$ cat config.mk
export PLATFORM = sky130hd
export DESIGN_NAME = xfer_byte_fifo
export DESIGN_NICKNAME = d
export VERILOG_FILES = /design/src/rtl/xdf_pkg.sv /design/src/rtl/xdf_host_if.sv /design/src/rtl/xdf_store.sv /design/src/rtl/xdf_thresh.sv /design/src/rtl/xfer_byte_fifo.sv
export SDC_FILE = /design/constraint.sdc
export NUM_CORES = 1
export LEC_CHECK = 0
export BUFFER_PORTS_ARGS = -buffer_cell sky130_fd_sc_hd__buf_2
export CAP_MARGIN = 10
export CORE_ASPECT_RATIO = 0.9
export CORE_UTILIZATION = 50
export CTS_CLUSTER_DIAMETER = 120
export DETAILED_ROUTE_END_ITERATION = 12
export GPL_ROUTABILITY_DRIVEN = 0
export PLACE_DENSITY_LB_ADDON = 0.25
export SKIP_CTS_REPAIR_TIMING = 1
export SYNTH_ARGS = -nofsm -noshare
export SYNTH_HDL_FRONTEND = slang
export SYNTH_SLANG_ARGS = --single-unit
$ cat constraint.sdc
create_clock -name clk -period 8.26 [get_ports clk]
set_input_delay 1.652 -clock clk [delete_from_list [all_inputs] [get_ports clk]]
set_output_delay 1.652 -clock clk [all_outputs]
set_load 0.01 [all_outputs]
$ cat src/rtl/xdf_pkg.sv
// Package: shared access-size encoding and byte counts for the transfer FIFO.
// Assumes the host data path is four bytes wide.
package xdf_pkg;

    localparam int HOST_BYTES = 4;

    typedef enum logic [1:0] {
        ACC_BYTE = 2'd0,
        ACC_HALF = 2'd1,
        ACC_WORD = 2'd2,
        ACC_WIDE = 2'd3
    } acc_size_e;

    // Number of bytes an access of the given size moves.
    function automatic logic [2:0] acc_bytes(input acc_size_e s);
        case (s)
            ACC_BYTE: acc_bytes = 3'd1;
            ACC_HALF: acc_bytes = 3'd2;
            default:  acc_bytes = 3'd4;
        endcase
    endfunction

endpackage

$ cat src/rtl/xdf_host_if.sv
// Host access gate: decodes the access size and decides whether the
// request can finish this cycle, given the fill level.
// Assumes one host access per cycle and DEPTH >= 4.
module xdf_host_if
    import xdf_pkg::*;
#(
    parameter int DEPTH = 32,
    parameter int LW    = $clog2(DEPTH + 1)
) (
    input  logic          host_valid,
    input  logic          host_write,
    input  logic [1:0]    host_size,
    input  logic [LW-1:0] level,
    input  logic          flush,
    output logic          host_ready,
    output logic          h_wr,
    output logic          h_rd,
    output logic [2:0]    h_n
);

    logic [LW-1:0] free_sp;
    logic          room;

    // Size decode and space/data availability check.
    always_comb begin
        h_n     = acc_bytes(acc_size_e'(host_size));
        free_sp = LW'(DEPTH) - level;
        room    = host_write ? (free_sp >= LW'(h_n)) : (level >= LW'(h_n));
    end

    // All-or-nothing acceptance; flush refuses everything.
    always_comb begin
        host_ready = host_valid && !flush && room;
        h_wr       = host_ready && host_write;
        h_rd       = host_ready && !host_write;
    end

endmodule

$ cat src/rtl/xdf_store.sv
// Byte storage: circular buffer of DEPTH bytes with multi-byte host write
// and read ports plus single-byte serial ports, and the fill counter.
// Assumes DEPTH is a power of two >= 4, the caller never writes on both
// push ports or reads on both pop ports in one cycle, and checks room.
module xdf_store #(
    parameter int DEPTH = 32,
    parameter int LW    = $clog2(DEPTH + 1),
    parameter int AW    = $clog2(DEPTH)
) (
    input  logic          clk,
    input  logic          rst_n,
    input  logic          flush,
    input  logic          h_wr,
    input  logic          h_rd,
    input  logic [2:0]    h_n,
    input  logic [31:0]   h_wdata,
    input  logic          s_push,
    input  logic [7:0]    s_wdata,
    input  logic          s_pop,
    output logic [LW-1:0] level,
    output logic [31:0]   h_rdata,
    output logic [7:0]    s_rdata
);

    localparam int MW = DEPTH * 8;

    logic [AW-1:0] wptr, rptr;
    logic [LW-1:0] lvl;
    logic [MW-1:0] mem_flat;
    logic [AW-1:0] rd_idx;
    logic [LW-1:0] add_n, sub_n;

    // One storage byte per entry, written by offset from the write pointer.
    for (genvar i = 0; i < DEPTH; i++) begin : g_ent
        logic [AW-1:0] ofs;
        logic          hit_h, hit_s;
        logic [7:0]    q;

        assign ofs   = AW'(i) - wptr;
        assign hit_h = h_wr && (int'(ofs) < int'(h_n));
        assign hit_s = s_push && (ofs == '0);

        // Capture the host byte lane or the serial byte aimed at this entry.
        always_ff @(posedge clk) begin
            if (!rst_n)     q <= '0;
            else if (hit_h) q <= h_wdata[{ofs[1:0], 3'b000} +: 8];
            else if (hit_s) q <= s_wdata;
        end

        assign mem_flat[i*8 +: 8] = q;
    end

    // Host read lanes: oldest byte lowest, lanes beyond the size forced to 0.
    always_comb begin
        h_rdata = '0;
        rd_idx  = rptr;
        for (int k = 0; k < 4; k++) begin
            rd_idx = rptr + AW'(k);
            if (k < int'(h_n)) h_rdata[k*8 +: 8] = mem_flat[{rd_idx, 3'b000} +: 8];
        end
    end

    // Serial side sees the oldest byte.
    assign s_rdata = mem_flat[{rptr, 3'b000} +: 8];

    // Byte counts entering and leaving this cycle.
    always_comb begin
        add_n = (h_wr ? LW'(h_n) : '0) + (s_push ? LW'(1) : '0);
        sub_n = (h_rd ? LW'(h_n) : '0) + (s_pop  ? LW'(1) : '0);
    end

    // Pointer and fill counter update; flush returns to empty.
    always_ff @(posedge clk) begin
        if (!rst_n || flush) begin
            wptr <= '0;
            rptr <= '0;
            lvl  <= '0;
        end else begin
            wptr <= wptr + AW'(add_n);
            rptr <= rptr + AW'(sub_n);
            lvl  <= lvl + add_n - sub_n;
        end
    end

    assign level = lvl;

    // the counter never leaves 0..DEPTH.
    p_level_bound_r4: assert property (@(posedge clk) disable iff (!rst_n)
        int'(lvl) <= DEPTH);

    // an accepted host write always fits.
    p_no_overflow_r5: assert property (@(posedge clk) disable iff (!rst_n)
        h_wr |-> (int'(lvl) + int'(h_n) <= DEPTH));

    // an accepted host read never takes more than is held.
    p_no_underflow_r6: assert property (@(posedge clk) disable iff (!rst_n)
        h_rd |-> (int'(lvl) >= int'(h_n)));

    // serial push only below full, serial pop only above empty.
    p_ser_push_room_r7: assert property (@(posedge clk) disable iff (!rst_n)
        s_push |-> (int'(lvl) < DEPTH));
    p_ser_pop_data_r7: assert property (@(posedge clk) disable iff (!rst_n)
        s_pop |-> (lvl != '0));

    // flush leaves the store empty on the next cycle.
    p_flush_empty_r11: assert property (@(posedge clk) disable iff (!rst_n)
        flush |=> (lvl == '0));

endmodule

$ cat src/rtl/xdf_thresh.sv
// Threshold evaluation: compares held bytes (read mode) or free space
// (write mode) with threshold+1 and gates the result into a DMA request.
// Assumes the threshold field is wide enough to encode DEPTH-1.
module xdf_thresh #(
    parameter int DEPTH = 32,
    parameter int LW    = $clog2(DEPTH + 1),
    parameter int TW    = $clog2(DEPTH)
) (
    input  logic          dir_rd,
    input  logic [TW-1:0] thr_cfg,
    input  logic          dma_en,
    input  logic [LW-1:0] level,
    output logic          thr_flag,
    output logic          dma_req
);

    logic [LW-1:0] need, avail;

    // Direction-dependent quantity against the programmed threshold.
    always_comb begin
        need     = LW'(thr_cfg) + LW'(1);
        avail    = dir_rd ? level : (LW'(DEPTH) - level);
        thr_flag = avail >= need;
        dma_req  = thr_flag && dma_en;
    end

endmodule

$ cat src/rtl/xfer_byte_fifo.sv
// Transfer FIFO top: host packing port, serial byte ports, fill level and
// threshold/DMA flag. Host accesses take priority over a serial access in
// the same direction; a flush cycle refuses all accesses.
// Assumes DEPTH is a power of two >= 4.
module xfer_byte_fifo #(
    parameter int DEPTH = 32
) (
    input  logic                       clk,
    input  logic                       rst_n,
    input  logic                       dir_rd,
    input  logic [$clog2(DEPTH)-1:0]   thr_cfg,
    input  logic                       dma_en,
    input  logic                       flush,
    input  logic                       host_valid,
    input  logic                       host_write,
    input  logic [1:0]                 host_size,
    input  logic [31:0]                host_wdata,
    output logic                       host_ready,
    output logic [31:0]                host_rdata,
    input  logic                       ser_push,
    input  logic [7:0]                 ser_wdata,
    output logic                       ser_push_ack,
    input  logic                       ser_pop,
    output logic [7:0]                 ser_rdata,
    output logic                       ser_pop_ack,
    output logic [$clog2(DEPTH+1)-1:0] level,
    output logic                       thr_flag,
    output logic                       dma_req
);

    localparam int LW = $clog2(DEPTH + 1);
    localparam int AW = $clog2(DEPTH);
    localparam int TW = $clog2(DEPTH);

    logic          h_wr, h_rd;
    logic [2:0]    h_n;
    logic [LW-1:0] lvl;

    xdf_host_if #(.DEPTH(DEPTH), .LW(LW)) u_host (
        .host_valid (host_valid),
        .host_write (host_write),
        .host_size  (host_size),
        .level      (lvl),
        .flush      (flush),
        .host_ready (host_ready),
        .h_wr       (h_wr),
        .h_rd       (h_rd),
        .h_n        (h_n)
    );

    // Serial arbitration: host wins its direction, flush blocks all.
    always_comb begin
        ser_push_ack = ser_push && !flush && !h_wr && (int'(lvl) < DEPTH);
        ser_pop_ack  = ser_pop  && !flush && !h_rd && (lvl != '0);
    end

    xdf_store #(.DEPTH(DEPTH), .LW(LW), .AW(AW)) u_store (
        .clk     (clk),
        .rst_n   (rst_n),
        .flush   (flush),
        .h_wr    (h_wr),
        .h_rd    (h_rd),
        .h_n     (h_n),
        .h_wdata (host_wdata),
        .s_push  (ser_push_ack),
        .s_wdata (ser_wdata),
        .s_pop   (ser_pop_ack),
        .level   (lvl),
        .h_rdata (host_rdata),
        .s_rdata (ser_rdata)
    );

    xdf_thresh #(.DEPTH(DEPTH), .LW(LW), .TW(TW)) u_thr (
        .dir_rd   (dir_rd),
        .thr_cfg  (thr_cfg),
        .dma_en   (dma_en),
        .level    (lvl),
        .thr_flag (thr_flag),
        .dma_req  (dma_req)
    );

    assign level = lvl;

    // an empty FIFO never signals data ready in read mode.
    p_rd_flag_empty_r8: assert property (@(posedge clk) disable iff (!rst_n)
        (dir_rd && lvl == '0) |-> !thr_flag);

    // an empty FIFO always offers space in write mode.
    p_wr_flag_empty_r9: assert property (@(posedge clk) disable iff (!rst_n)
        (!dir_rd && lvl == '0) |-> thr_flag);

    // no DMA request while DMA is disabled.
    p_dma_gate_r10: assert property (@(posedge clk) disable iff (!rst_n)
        !dma_en |-> !dma_req);

    // after a flush the read-mode flag is low and the write-mode flag high.
    p_flush_flag_r11: assert property (@(posedge clk) disable iff (!rst_n)
        flush |=> (thr_flag == !dir_rd));

    // a host write and a serial push never both land in one cycle.
    p_push_excl_r7: assert property (@(posedge clk) disable iff (!rst_n)
        !(h_wr && ser_push_ack));

endmodule

## After elaboration in Yosys (flattened, before gate mapping)

Cells that the tools add are included.
W data, S select, Z words.

- Bits of input ports: 56
- Word-level logic and storage cells: 377
- Output and inout port bits: 51
- Bits in registers: 272

- Shift operators: 36
- Magnitude comparators: 40
- Eq/ne operators: 1
- Multiplexer cells: 75
- Add/sub/neg operators: 43
- Reductions and logical operators: 147

Operators with widths:

| cell | count |
|---|---|
| $shiftx A256 B9 Y8 | 4 |
| $shiftx A32 B6 Y8 | 32 |
| $mux W8 | 68 |
| $logic_not A5 Y1 | 32 |
| $lt A5 B3 Y1 | 32 |
| $sub A5 B5 Y5 const A | 16 |
| $logic_and A1 B1 Y1 | 75 |
| $reduce_bool A2 Y1 | 32 |
| $sub A4 B5 Y5 const A | 8 |
| $sub A3 B5 Y5 const A | 4 |
| $add A6 B6 Y6 | 3 |
| $ge A6 B3 Y1 | 2 |
| $add A5 B2 Y5 const B | 2 |
| $add A5 B5 Y5 | 2 |
| $sub A1 B5 Y5 const A | 2 |
| $sub A2 B5 Y5 const A | 2 |
| $add A5 B1 Y6 const B | 1 |
| $ge A6 B6 Y1 | 1 |
| $lt A1 B3 Y1 const A | 2 |
| $lt A2 B3 Y1 const A | 2 |
| $lt A6 B6 Y1 const B | 1 |
| $mux W3 | 2 |
| $mux W6 | 1 |
| $pmux W3 S2 | 1 |
| 9 further kinds | 15 |

## Depth between registers and ports, before layout

- Depth in word-level cells: 13
- Gate-level depth with buffers: 24
- Depth with buffers taken out: 21

## Cells and area by module

From an unflattened synthesis, not the netlist that was laid out.

- Cells, all modules: 2,389
- Area, all modules: 23,301.1 µm²

By module, submodules not included:

| module | area each (µm²) | cells each | sequential area each (µm²) | instances |
|---|---|---|---|---|
| xdf_store | 22,703.0 | 2,312 | 5,445.2 | 1 |
| xdf_thresh | 325.3 | 41 | 0.0 | 1 |
| xdf_host_if | 240.2 | 31 | 0.0 | 1 |
| xfer_byte_fifo | 32.5 | 5 | 0.0 | 1 |

## Least setup slack after synthesis

Ideal clock, no wire load.

- Path type: input -> register
- From: in host_size[0]
- To: reg u_store.lvl[5] (netlist: u_store.level[5])
- Stages on the path: 24
- Path buffers: 3
- Library setup time: 128 ps
- Arrival: 6,135 ps
- Required time: 8,132 ps
- Setup slack: 1,997 ps
- Cell sequence: nor2b_1 -> inv_1 -> ha_1 -> clkinv_1 -> ha_1 -> a21oi_1 -> and3_4 -> a21oi_4 -> buf_6 -> buf_6 -> buf_4 -> nor2_1 -> ha_1 -> ha_1 -> inv_1 -> fa_1 -> inv_1 -> ha_1 -> a21o_1 -> a21oi_1 -> o21bai_1 -> a21oi_1 -> xnor2_1 -> nor2_1

- Cells in the longest elaborated chain, start to end: 13
- Elaborated cells between the ends (all ways): 23
- Those cells by class: add/sub (4); order compare (2); eq/ne (1); mux (6); reduce/logical (10)

Ends and longest elaborated chain:

| what | RTL line | text |
|---|---|---|
| from (decl) | xfer_byte_fifo.sv:16 | `input logic [1:0] host_size,` |
| $eq A2 B1 Y1 or $logic_not A2 Y1 (tied branches) | xdf_pkg.sv:16 | `case (s)` |
| $pmux W3 S2 (*) | xdf_pkg.sv:16 |  |
| $ge A6 B3 Y1 | xdf_host_if.sv:28 | `room = host_write ? (free_sp >= LW'(h_n)) : (level >= LW'(h_n));` |
| $mux W1 (*) | xdf_host_if.sv:28 |  |
| $logic_and A1 B1 Y1 (*) | xdf_host_if.sv:33 | `host_ready = host_valid && !flush && room;` |
| $logic_and A1 B1 Y1 (*) | xdf_host_if.sv:34 | `h_wr = host_ready && host_write;` |
| $logic_not A1 Y1 (*) | xfer_byte_fifo.sv:53 | `ser_push_ack = ser_push && !flush && !h_wr && (int'(lvl) < DEPTH);` |
| $logic_and A1 B1 Y1 (*) (2 in series) | xfer_byte_fifo.sv:53 |  |
| named net ser_push_ack | xfer_byte_fifo.sv:22 | `output logic ser_push_ack,` |
| $mux W1 (*) | xdf_store.sv:68 | `add_n = (h_wr ? LW'(h_n) : '0) + (s_push ? LW'(1) : '0);` |
| $add A6 B6 Y6 (*) | xdf_store.sv:68 |  |
| $add A6 B6 Y6 (*) | xdf_store.sv:81 | `lvl <= lvl + add_n - sub_n;` |
| $sub A6 B6 Y6 (*) | xdf_store.sv:81 |  |
| to (signal assigned) | xdf_store.sv:81 |  |
| to (decl) | xdf_store.sv:28 | `logic [LW-1:0] lvl;` |

The timed path passes the listed nets; every way through them passes the cells marked *.
A chain may end at the register's enable or synchronous reset.

## Worst setup path after layout

- From: reg u_store.rptr[0]
- To: out host_rdata[15]

- Cells in the longest elaborated chain, start to end: 3

Ends and longest elaborated chain:

| what | RTL line | text |
|---|---|---|
| from (decl) | xdf_store.sv:27 | `logic [AW-1:0] wptr, rptr;` |
| from (signal assigned) | xdf_store.sv:80 | `rptr <= rptr + AW'(sub_n);` |
| $add A5 B1 Y5 | xdf_store.sv:58 | `rd_idx = rptr + AW'(k);` |
| $shiftx A256 B9 Y8 | xdf_store.sv:59 | `if (k < int'(h_n)) h_rdata[k*8 +: 8] = mem_flat[{rd_idx, 3'b000} +: 8];` |
| $mux W8 | xdf_store.sv:59 |  |
| to (decl) | xfer_byte_fifo.sv:19 | `output logic [31:0] host_rdata,` |

Every way passes these cells.

==> out/metrics.cfg <==
[status]
outcome = finished, final reports clean

[floorplan]
placementRows = 73
core-area_um2 = 44210
die_h_um = 203
die_w_um = 225.3
num_io_pins = 107
dieArea_um2 = 45740
start_util_pct = 50.77

[synthesis]
syn_area_per_cell_um2 = 11.71
netlist_area_um2 = 22450
synth_warnings = 0
synth_edf_count = 0
netlist_instances = 1916
ys.flop_type = dfxtp_1
yosysSeqAreaShare_pct = 24.26
ys_async_sr_fraction_pct = 0
mappedNetlistNets = 2051
yosys_register_bits = 272
synth_cell_types = 66

[pwr]
ir_worst_vdd_mv = 0.1471
power_leakage_uw = 0.009383
power_density_nw_per_um2 = 170.4

[global_route]
grt_util_all_layers_pct = 39.10
grt_pass1_vias = 18420
antenna_found_initial = 3
grt_pass1_wl_um = 129200
grt-ovfl-total = 0
grt_max_degree = 152

[worst_setup_path]
startpoint_type = flop
crit_path_end_kind = output port
crit_fanout = 52
crit_type = reg2out
path_common_cell = mux4_2
slowest_delay_ns = 1.04
cp_cell_sequence = clkinv_1 > ha_4 > buf_4 > mux4_2 > mux4_2 > mux2i_1 > nor2_1 > buf_2
cp.required_ns = 6.61
critPathSlowestCell = ha_4
worstPathArrival_ns = 4.89

[sta]
skew_ns = 0.02096
tns_ns = 0
hold_viol = 0
slew_violations = 0
tightest_slew_ns = 1.239
relSlewSlack_pct = 17.01
min_period_over_period_pct = 79.23
max_freq_ghz = 0.1528
rsz0062_at_grt = false
layout_min_cycle_time_ns = 6.544
setup_violations = 0

[routing]
viasPerCell = 7.901
drtAntennaViolNets = 0
wire_per_inst_um = 35.45
first_pass_iters = 8
vias = 20050
finalWirelength_um = 89940
route.detailed.drc = 0
drt_iter0_drc = 3531

[layout]
final_nets = 2052
syn_to_final_growth_pct = 8.685
drive_above_1_share_pct = 31.92
fin_util_pct = 55.18

[clock_network]
cts_tree = built
clk_pin_slew_ns = 0.06
clockBufferDepth = 3
root_buffer = clkbuf_16
cts_max_level = 1
clk_latency_ns = 0.61
cts_sinks = 272
cts_buffers = 31

[run]
maxCapViolCount = 0

[placement]
dp_hpwl_um = 63240
port_buffers = 106

[min_path]
worst_hold_path_type = reg2reg

power by group:
group          internal [uW]  switching, uW  total, uW
registers               1350           70.8       1420
clock network            827            612       1440
logic                    511            783       1290
final cells by class:
cell class                 count  area [um^2]
fill                        3748        19810
multi-input combinational   1424        16200
sequential                   272         5455
clock buffer                  42        877.1
timing repair buffer         135        775.7
tap                          600        750.7
inverter                      53        198.9
clock inverter                10        131.4
antenna                        1        2.502
synthesized netlist by cell type, types with 10 or more instances:
master,instances,area share (%)
a32o_1,36,1.6
a21oi_1,33,0.74
xnor2_1,45,1.8
nor2_1,57,0.95
and2_1,18,0.50
dfxtp_1,272,24
mux4_2,344,35
xor2_1,13,0.51
o21ai_0,13,0.29
buf_1,45,0.75
a31oi_1,18,0.50
ha_1,73,4.1
buf_2,25,0.56
clkbuf_1,86,1.4
and3_1,14,0.39
mux2_2,21,1.1
o221ai_1,16,0.62
o22ai_1,175,4.9
nand2_1,121,2.0
a21o_1,16,0.54
nand3_2,17,0.76
nand3_1,55,1.2
inv_1,48,0.80
nor2b_1,10,0.28
mux2i_1,220,9.8
per-layer routing:
metal	GRT usage [%]	share of wire, %	vias to the layer above
li1	-	-	7797
met1	51.58	36	9947
met2	54.88	41	1953
met3	16.28	17	347
met4	19.61	6.2	2
met5	0.3226	0.014	-
per-stage QoR:
| stage | std cells | area, um^2 | setup WS [ns] | hold WS [ns] | power [uW] |
|---|---|---|---|---|---|
| finish | 2537 | 24390 | 1.716 | 0.5159 | 4157 |
| global route | 2537 | 24390 | 1.522 | 0.5382 | 4264 |
| global placement | 2484 | 23380 | 1.359 | 0.4920 | 2674 |
| floorplan | 1916 | 22450 | 1.997 | 0.4614 | 2314 |
| CTS | 2536 | 24390 | 1.795 | 0.5088 | 4094 |
| detailed placement | 2484 | 23380 | 1.246 | 0.4994 | 2697 |
registers in the layout (all words and copies together), names as in the netlist:
name             flops
u_store.g_ent.q    256
u_store.level        6
u_store.rptr         5
u_store.wptr         5
cell families after synthesis:
kind of cell	share of synthesized area (%)
buffers and inverters	4.086
AND/OR/NAND/NOR	8.496
flip-flops	24.26
adder cells (fa/ha/maj)	4.605
multiplexers	45.38
XOR/XNOR	2.336
AO/OA/AOI/OAI	10.84
cell usage in the layout (no fill, tap or decap), types with 7 or more instances in the layout:
master / instances
mux4_2: 344
dfxtp_1: 268
mux2i_1: 220
o22ai_1: 175
nand2_1: 121
buf_2: 105
ha_1: 72
nor2_1: 57
nand3_1: 55
inv_1: 48
xnor2_1: 42
a32o_1: 36
a21oi_1: 33
clkbuf_16: 31
buf_4: 28
mux2_2: 21
and2_1: 18
nand3_2: 17
a31oi_1: 17
o221ai_1: 16
a21o_1: 15
and3_1: 14
o21ai_0: 13
nor2b_1: 10
xor2_1: 10
a221o_1: 8
nand4_1: 8
o22ai_2: 8
nor3_1: 7
final timing paths:
path,slack (ns),endpoint,cells past startpoint,start
max reg2reg,3.13,u_store.g_ent[30].q[4],10,u_store.wptr[1]
min reg2reg,0.52,u_store.g_ent[28].q[4],2,u_store.g_ent[28].q[4]
max,1.72,host_rdata[15],8,u_store.rptr[0]
min,0.52,u_store.g_ent[28].q[4],2,u_store.g_ent[28].q[4]
critical path: cells and delay by family, from the launching register on:
family	cells	cell delay [ns]
muxes	3	1.30
buffers and inverters	3	1.18
adders and majority gates	1	1.04
DFF	1	0.55
and+or+nand+nor	1	0.14
(Power assumes the default switching activity.)
